===== src/rtl/selto_pkg.sv =====
package selto_pkg;
  localparam int DEF_CYC_PER_UNIT = 7682;
  localparam int DEF_TMO_W        = 8;
  localparam int DEF_CCF_W        = 3;
  localparam int DEF_CCF_MIN      = 2;

  typedef enum logic {ST_IDLE = 1'b0, ST_RUN = 1'b1} selto_state_e;
endpackage


===== src/rtl/selto_decode.sv =====
module selto_decode #(
  parameter int TMO_W   = 8,
  parameter int CCF_W   = 3,
  parameter int CCF_MIN = 2,
  localparam int UNIT_W = TMO_W + 1
) (
  input  logic [TMO_W-1:0]  units_i,
  input  logic [CCF_W-1:0]  ccf_i,
  output logic [UNIT_W-1:0] limit_o,
  output logic [CCF_W-1:0]  ccf_eff_o
);
  // zero selects the full 2**TMO_W units
  always_comb begin
    if (units_i == '0) limit_o = {1'b1, {TMO_W{1'b0}}};
    else               limit_o = {1'b0, units_i};
  end

  always_comb begin
    if (ccf_i < CCF_W'(CCF_MIN)) ccf_eff_o = CCF_W'(CCF_MIN);
    else                         ccf_eff_o = ccf_i;
  end
endmodule


===== src/rtl/selto_prescaler.sv =====
module selto_prescaler #(
  parameter int CYC_PER_UNIT = 7682,
  parameter int CCF_W        = 3,
  localparam int PRE_W       = (CYC_PER_UNIT > 1) ? $clog2(CYC_PER_UNIT) : 1
) (
  input  logic             clk,
  input  logic             rst,
  input  logic             clear_i,
  input  logic             run_i,
  input  logic [CCF_W-1:0] ccf_i,
  output logic             tick_o
);
  logic [PRE_W-1:0] pre_q;
  logic [CCF_W-1:0] rep_q;
  logic             pre_wrap;
  logic             rep_wrap;

  assign pre_wrap = (pre_q == PRE_W'(CYC_PER_UNIT - 1));
  assign rep_wrap = (rep_q == ccf_i - CCF_W'(1));
  assign tick_o   = run_i && pre_wrap && rep_wrap;

  always_ff @(posedge clk) begin
    if (rst || clear_i) begin
      pre_q <= '0;
      rep_q <= '0;
    end else if (run_i) begin
      if (pre_wrap) begin
        pre_q <= '0;
        rep_q <= rep_wrap ? '0 : rep_q + CCF_W'(1);
      end else begin
        pre_q <= pre_q + PRE_W'(1);
      end
    end
  end

  assert_pre_in_range_R2: assert property (@(posedge clk) disable iff (rst)
    pre_q <= PRE_W'(CYC_PER_UNIT - 1));
  assert_rep_in_range_R4: assert property (@(posedge clk) disable iff (rst)
    run_i |-> (rep_q < ccf_i));
endmodule


===== src/rtl/selto_unit_counter.sv =====
module selto_unit_counter #(
  parameter int TMO_W   = 8,
  localparam int UNIT_W = TMO_W + 1
) (
  input  logic              clk,
  input  logic              rst,
  input  logic              clear_i,
  input  logic              run_i,
  input  logic              tick_i,
  input  logic [UNIT_W-1:0] limit_i,
  output logic              last_o
);
  logic [UNIT_W-1:0] cnt_q;

  assign last_o = tick_i && (cnt_q == limit_i - UNIT_W'(1));

  always_ff @(posedge clk) begin
    if (rst || clear_i)  cnt_q <= '0;
    else if (tick_i)     cnt_q <= last_o ? '0 : cnt_q + UNIT_W'(1);
  end

  assert_unit_in_range_R3: assert property (@(posedge clk) disable iff (rst)
    run_i |-> (cnt_q < limit_i));
  assert_tick_needs_run_R9: assert property (@(posedge clk) disable iff (rst)
    tick_i |-> run_i);
endmodule


===== src/rtl/selto_timer.sv =====
module selto_timer
  import selto_pkg::*;
#(
  parameter int CYC_PER_UNIT = DEF_CYC_PER_UNIT,
  parameter int TMO_W        = DEF_TMO_W,
  parameter int CCF_W        = DEF_CCF_W,
  parameter int CCF_MIN      = DEF_CCF_MIN,
  localparam int UNIT_W      = TMO_W + 1
) (
  input  logic             clk,
  input  logic             rst,
  input  logic [TMO_W-1:0] tmo_units_i,
  input  logic [CCF_W-1:0] ccf_i,
  input  logic             start_i,
  input  logic             cancel_i,
  output logic             timeout_o
);
  selto_state_e      state_q;
  logic [CCF_W-1:0]  ccf_q;
  logic [UNIT_W-1:0] limit_q;
  logic              timeout_q;
  logic [CCF_W-1:0]  dec_ccf;
  logic [UNIT_W-1:0] dec_limit;
  logic              running;
  logic              restart;
  logic              tick;
  logic              last;

  assign running = (state_q == ST_RUN);
  assign restart = start_i || cancel_i;

  selto_decode #(.TMO_W(TMO_W), .CCF_W(CCF_W), .CCF_MIN(CCF_MIN)) u_decode (
    .units_i  (tmo_units_i),
    .ccf_i    (ccf_i),
    .limit_o  (dec_limit),
    .ccf_eff_o(dec_ccf)
  );

  selto_prescaler #(.CYC_PER_UNIT(CYC_PER_UNIT), .CCF_W(CCF_W)) u_prescaler (
    .clk    (clk),
    .rst    (rst),
    .clear_i(restart),
    .run_i  (running),
    .ccf_i  (ccf_q),
    .tick_o (tick)
  );

  selto_unit_counter #(.TMO_W(TMO_W)) u_units (
    .clk    (clk),
    .rst    (rst),
    .clear_i(restart),
    .run_i  (running),
    .tick_i (tick),
    .limit_i(limit_q),
    .last_o (last)
  );

  // priority: cancel, then start, then expiry
  always_ff @(posedge clk) begin
    if (rst) begin
      state_q   <= ST_IDLE;
      ccf_q     <= CCF_W'(CCF_MIN);
      limit_q   <= UNIT_W'(1);
      timeout_q <= 1'b0;
    end else begin
      timeout_q <= last && !start_i && !cancel_i;
      if (cancel_i) begin
        state_q <= ST_IDLE;
      end else if (start_i) begin
        state_q <= ST_RUN;
        ccf_q   <= dec_ccf;
        limit_q <= dec_limit;
      end else if (last) begin
        state_q <= ST_IDLE;
      end
    end
  end

  assign timeout_o = timeout_q;

  assert_pulse_single_R5: assert property (@(posedge clk) disable iff (rst)
    timeout_o |=> !timeout_o);
  assert_cancel_quiet_R6: assert property (@(posedge clk) disable iff (rst)
    cancel_i |=> !timeout_o);
  assert_start_arms_R7: assert property (@(posedge clk) disable iff (rst)
    (start_i && !cancel_i) |=> (running && !timeout_o));
  assert_pulse_needs_run_R9: assert property (@(posedge clk) disable iff (rst)
    timeout_o |-> $past(running));
endmodule


===== config.mk =====
export PLATFORM = sky130hd
export DESIGN_NAME = selto_timer
export DESIGN_NICKNAME = d
export VERILOG_FILES = /design/src/rtl/selto_pkg.sv /design/src/rtl/selto_decode.sv /design/src/rtl/selto_prescaler.sv /design/src/rtl/selto_unit_counter.sv /design/src/rtl/selto_timer.sv
export SDC_FILE = /design/constraint.sdc
export NUM_CORES = 1
export LEC_CHECK = 0
export BUFFER_PORTS_ARGS = -buffer_cell sky130_fd_sc_hd__buf_2
export CAP_MARGIN = 30
export CORE_ASPECT_RATIO = 1.2
export CORE_MARGIN = 3
export CORE_UTILIZATION = 62
export CTS_CLUSTER_SIZE = 40
export DETAILED_ROUTE_END_ITERATION = 8
export HOLD_SLACK_MARGIN = 0.03
export PLACE_DENSITY = 0.82
export SLEW_MARGIN = 40
export SYNTH_ARGS = -nofsm -noshare
export SYNTH_HDL_FRONTEND = slang
export SYNTH_SLANG_ARGS = --single-unit

===== constraint.sdc =====
create_clock -name clk -period 6.1 [get_ports clk]
set_clock_uncertainty 0.1 [all_clocks]
set_input_delay 1.22 -clock clk [delete_from_list [all_inputs] [get_ports clk]]
set_output_delay 1.22 -clock clk [all_outputs]
set_load 0.05 [all_outputs]

After elaboration in Yosys (flattened, before gate mapping)
Cells that the tools add are included.
- mux-type cells: 7
- equality and inequality tests: 3
- reduce and logical (&&, ||, !) cells: 14
- order comparisons: 1
- add/subtract/negate cells: 5
- bitwise gates (word level): 1
- operators with widths (cell ; count):
    9-bit two-way mux ; 2
    13-bit by 1-bit adder with 13-bit output (second input constant) ; 1
    13-bit == test (second input constant) ; 1
    13-bit two-way mux ; 1
    9-bit by 1-bit adder with 9-bit output (second input constant) ; 1
    9-bit == test ; 1
    9-bit by 1-bit subtractor with 9-bit output (second input constant) ; 1
    8-bit zero test ; 1
    3-bit two-way mux ; 2
    1-bit logical AND ; 5
    2-bit AND reduction ; 2
    3-bit by 1-bit adder with 3-bit output (second input constant) ; 1
    3-bit == test ; 1
    3-bit by 2-bit < comparator with 1-bit output (second input constant) ; 1
    3-bit by 1-bit subtractor with 3-bit output (second input constant) ; 1
    1-bit zero test ; 2
    1-bit logical OR ; 2
    1-bit two-way mux ; 2
    2-bit nonzero test ; 1
    2-bit OR reduction ; 1
    1-bit inverter ; 1
- bits of input ports: 15
- flip-flop bits (word level): 39

Logic depth before layout (Yosys ltp)
Gate-level depths: netlist of run 1.
- depth in word-level cells: 6
- gate-level depth with buffers: 9
- depth with buffers taken out: 8

Hierarchy
Synthesis of run 1 repeated with hierarchy kept, for this count alone.
- cells, all modules: 258
- area total of the unflattened synthesis: 2255.9 sq um
- modules (own cells, without submodules) (module ; times used ; cells each ; sequential area each (sq um) ; area each (sq um)):
    selto_prescaler ; 1 ; 97 ; 320.3 ; 833.3
    selto_unit_counter ; 1 ; 86 ; 180.2 ; 720.7
    selto_timer ; 1 ; 61 ; 280.3 ; 629.4
    selto_decode ; 1 ; 14 ; 0.0 ; 72.6

Least setup slack after synthesis of run 1
OpenSTA, ideal clock, no wires.
- path kind: register -> register
- start point: register limit_q[0]
- end point: register u_units.cnt_q[0]
- setup time: 0.122 ns
- path slack: 3.514 ns
- required time: 5.878 ns
- cell stages (with the launch flop): 9
- path buffers: 0
- arrival time: 2.364 ns
- period minus slack after synthesis: 2.586 ns
- cells stage by stage: dfxtp_1 -> inv_1 -> ha_1 -> or2b_1 -> or4b_2 -> a2111oi_4 -> nand4_2 -> o21ai_4 -> nor2_1
- longest elaborated chain between the ends: 4
- ends and longest elaborated chain (item ; line ; RTL):
    from (decl) ; selto_timer.sv:20 ; logic [UNIT_W-1:0] limit_q;
    from (signal assigned) ; selto_timer.sv:72 ; limit_q <= dec_limit;
    9-bit by 1-bit subtractor with 9-bit output ; selto_unit_counter.sv:15 ; assign last_o = tick_i && (cnt_q == limit_i - UNIT_W'(1));
    9-bit == test ; selto_unit_counter.sv:15 ;
    1-bit logical AND ; selto_unit_counter.sv:15 ;
    9-bit two-way mux ; selto_unit_counter.sv:19 ; else if (tick_i) cnt_q <= last_o ? '0 : cnt_q + UNIT_W'(1);
    to (signal assigned) ; selto_unit_counter.sv:19 ;
    to (decl) ; selto_unit_counter.sv:13 ; logic [UNIT_W-1:0] cnt_q;
No other way between the ends.
A chain may end at the register's enable or synchronous reset.

Worst setup path after layout of run 1
- start point: register limit_q[0]
- end point: register u_units.cnt_q[1]
The elaborated chain is that of the path after synthesis.

==> reports/metrics.cfg, run 1 <==
[cts]
clk_path_buf_depth=2
cts.sinks=39
clkTransAtPathRegs_ns=0.11
clk_latency_ns=0.34
postCtsSetupBuffers=0
cts_root_buf=clkbuf_4
cts_htree_levels=2
cts_tree=built
cts_hold_buf=0
cts_resized=0
cts_buffers=5

[power]
peakVddDrop_mv=0.151
power_density_nw_per_um2=196
p_leak_nw=0.823
total_power_mw=0.427

[place]
dp_hpwl_mm=2.89
io_buffers=15
dpl.cell_count=282
gp_congestion=0.808

[sta]
slew_viol_final=0
grt_setup_unrepaired=no
fin_tns_setup_ns=0
max_slew_margin=0.474
setup_viol=0
min_period_ns=2.80
hold_viol_final=0
timing.hold.ws_ns=0.385
period_share=0.460
tightest_slew_ns=0.782
fmax_mhz=357

[floorplanning]
ioPinCount=16
rows=22
coreArea_um2=3110
fp.dieArea_um2=4030
fp.dieW_um=58.4
die_h_um=68.9
start_util=0.658

[critical_path]
cp_slowest_cell=or4b_2
arrival_ns=2.93
required_ns=6.22
start_kind=register
worstPathMaxFanout=9
crit_chain=inv_1 > ha_1 > or2b_1 > or4b_2 > a2111oi_4 > nand4_2 > o21ai_4 > a21oi_1
end_kind=register
r2r_slack_ns=3.30
r2r_start=limit_q[0]
slowest_delay_ns=0.65
critical_path_class=reg2reg
reg2reg_depth=8
worstReg2RegEnd=u_units.cnt_q[1]

[routing]
viasPerCell=5.69
post-route-drc-count=0
antenna_left=0
wl_per_cell_um=13.0
drt_wl_total_mm=3.77
routed-via-count=1650
drt-pass1-iter-count=4
dr.first_iter.drc_count=68

[job]
drv_cap=0

[outcome]
status=complete, no violations

[worst_hold_path]
timing.hold.worst_path_depth=2
worstHoldStart=ccf_q[2]
hp-class=reg2reg
min_to=ccf_q[2]

[logic_synthesis]
yosys_warnings=0
yosysTopAreaCellShare=0.382
syn_area_um2=2050
synth_area_leaders=dfxtp_1 (38%), xor2_1 (9.4%), nand2_1 (6.1%), nor2_1 (5.0%), a21oi_1 (3.9%)
synth_top_area_cell=dfxtp_1
synth_enable_flop_cells=0
synth_cell_types=48
avgSynthCellArea_um2=8.60
async_reset_ff_frac=0
yosysSeqAreaShare=0.382
ys_seq_elements=39
syn_nets=259
postSynthCellCount=238
synth_ff_type=dfxtp_1
synth_most_common_cell=dfxtp_1
synth_common_cells=dfxtp_1 (39), nand2_1 (33), nor2_1 (27)

[final_layout]
n_antenna_cell=0
stdcell_count=290
nets=274
fill_cells=264
areaGrowthSynthToFinish_pct=6.48
drive_above_1_share=0.114

[global_routing]
grt_pass1_vias=1542
gr-total-overflow=0
grt_max_degree=16
grt_use_total=0.207
grt_pass1_wl_mm=6.38
grt_antenna_before_repair=0

-- critical path, delay by kind of cell, from the launching register on --
family,cells,cell delay [ns]
buffers and inverters,1,0.09
and+or+nand+nor,3,1.13
AOI/OAI and AO/OA,3,0.77
DFF,1,0.36
adders and majority gates,1,0.24
-- sequential cells by signal (all words and copies together), names as in the netlist --
name and count:
limit_q 9, u_units.cnt_q 9, timeout_o 1, u_prescaler.rep_q 3
running 1, u_prescaler.pre_q 13, ccf_q 3
-- routing by layer --
layer	GRT usage	part of all wire	vias up
met5	0	0	-
met4	0.0725	0.016	0
met3	0.0466	0.020	8
met2	0.388	0.52	7
met1	0.228	0.44	776
li1	-	-	859
-- metrics by stage --
stage	utilization	worst slack [ns]	instance area, um2
finish	0.700	3.30	2180
CTS	0.700	3.28	2180
floorplan	-	3.51	2050
detailed placement	0.684	3.31	2130
global placement	0.684	3.40	2130
global route	0.700	3.07	2180
-- layout make-up --
class,instances,area [um2],share of cell area
inverters,10,37.5,0.0172
clock inverters,1,5.00,0.00230
well taps,36,45.0,0.0207
clock buffers,7,45.0,0.0207
repair buffers,15,75.1,0.0345
multi-input cells,182,1190,0.546
flip-flops and latches,39,781,0.358
-- placed cells by master, fill, tap and decap left out, types with 5 or more instances in the layout --
cell / n
inv_1: 10
xnor2_1: 9
a21oi_1: 16
xor2_1: 22
clkbuf_4: 5
and3_1: 7
nand2_1: 33
nand3_1: 7
ha_1: 6
nand4_1: 9
buf_2: 15
nor2_1: 27
dfxtp_1: 39
-- how the worst max path moves through the flow --
stage               start                to
2_1_floorplan  limit_q[0]  u_units.cnt_q[0]
3_3_place_gp   limit_q[0]  u_units.cnt_q[7]
3_5_place_dp   limit_q[0]  u_units.cnt_q[5]
4_1_cts        limit_q[0]  u_units.cnt_q[5]
5_1_grt        limit_q[0]  u_units.cnt_q[1]
6_report       limit_q[0]  u_units.cnt_q[1]
-- report_power, final --
part           internal (mW)  total [mW]  leakage, nW  switching, mW
clock                 0.0449       0.124       0.0293         0.0786
sequential             0.258       0.263        0.316        0.00491
combinational         0.0167      0.0398        0.478         0.0232
-- cells by family (layout without fill, tap and decap cells) --
| family | after synthesis | in the layout | synth area share |
|---|---|---|---|
| adders and majority gates | 6 | 6 | 0.0367 |
| xor gates and xnor gates | 32 | 32 | 0.144 |
| DFF | 39 | 39 | 0.382 |
| buffers and inverters | 17 | 33 | 0.0367 |
| AOI/OAI and AO/OA | 34 | 34 | 0.120 |
| and+or+nand+nor | 108 | 108 | 0.271 |
| muxes | 2 | 2 | 0.00979 |
Power figures use the tool's default switching activity.
==> run 2: changes to the inputs <==
Settings changed: CORE_UTILIZATION 62 to 53, PLACE_DENSITY 0.82 to 0.75.
Clock period 6.1 ns to 2.3 ns, I/O delays scaled along.
==> reports/metrics.cfg, run 2 (synthesis results as in run 1) <==
[critical_path]
required_ns=2.38
start_kind=register
critical_path_class=reg2reg
end_kind=register
worstPathMaxFanout=5
arrival_ns=2.46

[floorplanning]
fp.dieArea_um2=4640
rows=24
ioPinCount=16
coreArea_um2=3660
fp.dieW_um=62.7
start_util=0.558
die_h_um=74.1

[sta]
min_period_ns=2.38
grt_setup_unrepaired=yes
slew_viol_final=0
max_slew_margin=0.599
tightest_slew_ns=0.594
fmax_mhz=420
setup_viol=11
period_share=1.03
fin_tns_setup_ns=-0.590
hold_viol_final=0
setup_ws_ns=-0.0796

[routing]
post-route-drc-count=0
viasPerCell=5.19
dr.first_iter.drc_count=83
drt-pass1-iter-count=4
antenna_left=0
wl_per_cell_um=12.8
routed-via-count=1737
drt_wl_total_mm=4.29

[cts]
cts_buffers=5
cts_hold_buf=0
clk_latency_ns=0.29
cts.sinks=39
cts_tree=built
cts_htree_levels=2
clkTransAtPathRegs_ns=0.08
cts_root_buf=clkbuf_8
clk_path_buf_depth=2

[final_layout]
stdcell_count=335
nets=303
multi_input_area_um2=1250
register_area_um2=785
top_register=u_prescaler.pre_q
post-route-util=0.694
areaGrowthSynthToFinish_pct=24.3
largest_reg_flops=13
n_antenna_cell=0
design_area_um2=2540
final_common_cell=dfxtp_1
top_regs=u_prescaler.pre_q: 13 flops, limit_q: 9 flops, u_units.cnt_q: 9 flops
final_cell_mix=dfxtp_1 (36), nand2_1 (33), nor2_1 (27)
drive_above_1_share=0.240
fill_cells=313

[worst_hold_path]
hp-class=in2reg

[place]
post-place-ws_ns=-0.0998
gp_congestion=0.794
dpl.cell_count=322
dpl-instance-area_um2=2360
dp_hpwl_mm=3.13
io_buffers=15

[power]
peakVddDrop_mv=0.353
p_leak_nw=1.00
cell_internal_pwr_mw=1.10
p_sw_frac=0.227
pwr-share-seq=0.487
pwr-share-comb=0.102
clock_power_share=0.411
power_switching_mw=0.324
power_density_nw_per_um2=562

[outcome]
violations=negative setup slack
status=finished, violations left

[global_routing]
grt_max_degree=16
grt_pass1_wl_mm=7.49
grt_antenna_before_repair=0
grt_use_total=0.202
grt_pass1_vias=1658
gr-total-overflow=0

[job]
drv_cap=0

[run 2: what timing repair did]
item	CTS	global route
pin swaps	6	2
gates cloned	1	1
resized for setup	4	3
setup endpoints to repair	11	11
buffers inserted	2	1
[run 2: final timing paths]
kind              cells after the start                to  slack (ns)  startpoint
setup / recovery                      8  u_units.cnt_q[5]       -0.08  limit_q[0]
hold / removal                        2           running        0.28    cancel_i
setup reg to reg                      8  u_units.cnt_q[5]       -0.08  limit_q[0]
hold reg to reg                       2          ccf_q[2]        0.38    ccf_q[2]
[run 2: routing by layer]
layer,vias to the layer above,wire (um),GRT usage
li1,912,-,-
met1,798,1920,0.255
met2,21,2200,0.346
met3,6,108,0.0393
met4,0,63,0.0784
met5,-,0,0
[run 2: worst max-delay path, cell delays in order (launching register included)]
cell       delay [ns]
dfxtp_2          0.33
inv_2            0.07
ha_4             0.12
or2b_1           0.24
or4b_4           0.50
a2111oi_4        0.39
nand4_4          0.19
o21ai_4          0.24
nor2_1           0.07
[run 2: layout make-up]
class	instances	share of cell area
clock buffer	6	0.0325
clock inverter	2	0.0138
inverter	10	0.0148
multi-input combinational	184	0.491
sequential	39	0.309
tap	52	0.0256
timing repair buffer	42	0.114
[run 2: per-stage QoR]
step                      hold slack, ns  total power [mW]
after detailed placement           0.367             0.844
after floorplan                    0.349             0.791
after global routing               0.299              1.48
after global placement             0.363             0.842
after CTS                          0.277              1.43
final                              0.284              1.43
[run 2: power by group through the flow]
| stage | Combinational [mW] | Clock [mW] | Sequential, mW |
|---|---|---|---|
| global placement | 0.131 | 0 | 0.710 |
| global route | 0.163 | 0.618 | 0.697 |
| finish | 0.146 | 0.586 | 0.695 |
| detailed placement | 0.134 | 0 | 0.710 |
| floorplan | 0.0824 | 0 | 0.708 |
| CTS | 0.141 | 0.597 | 0.695 |
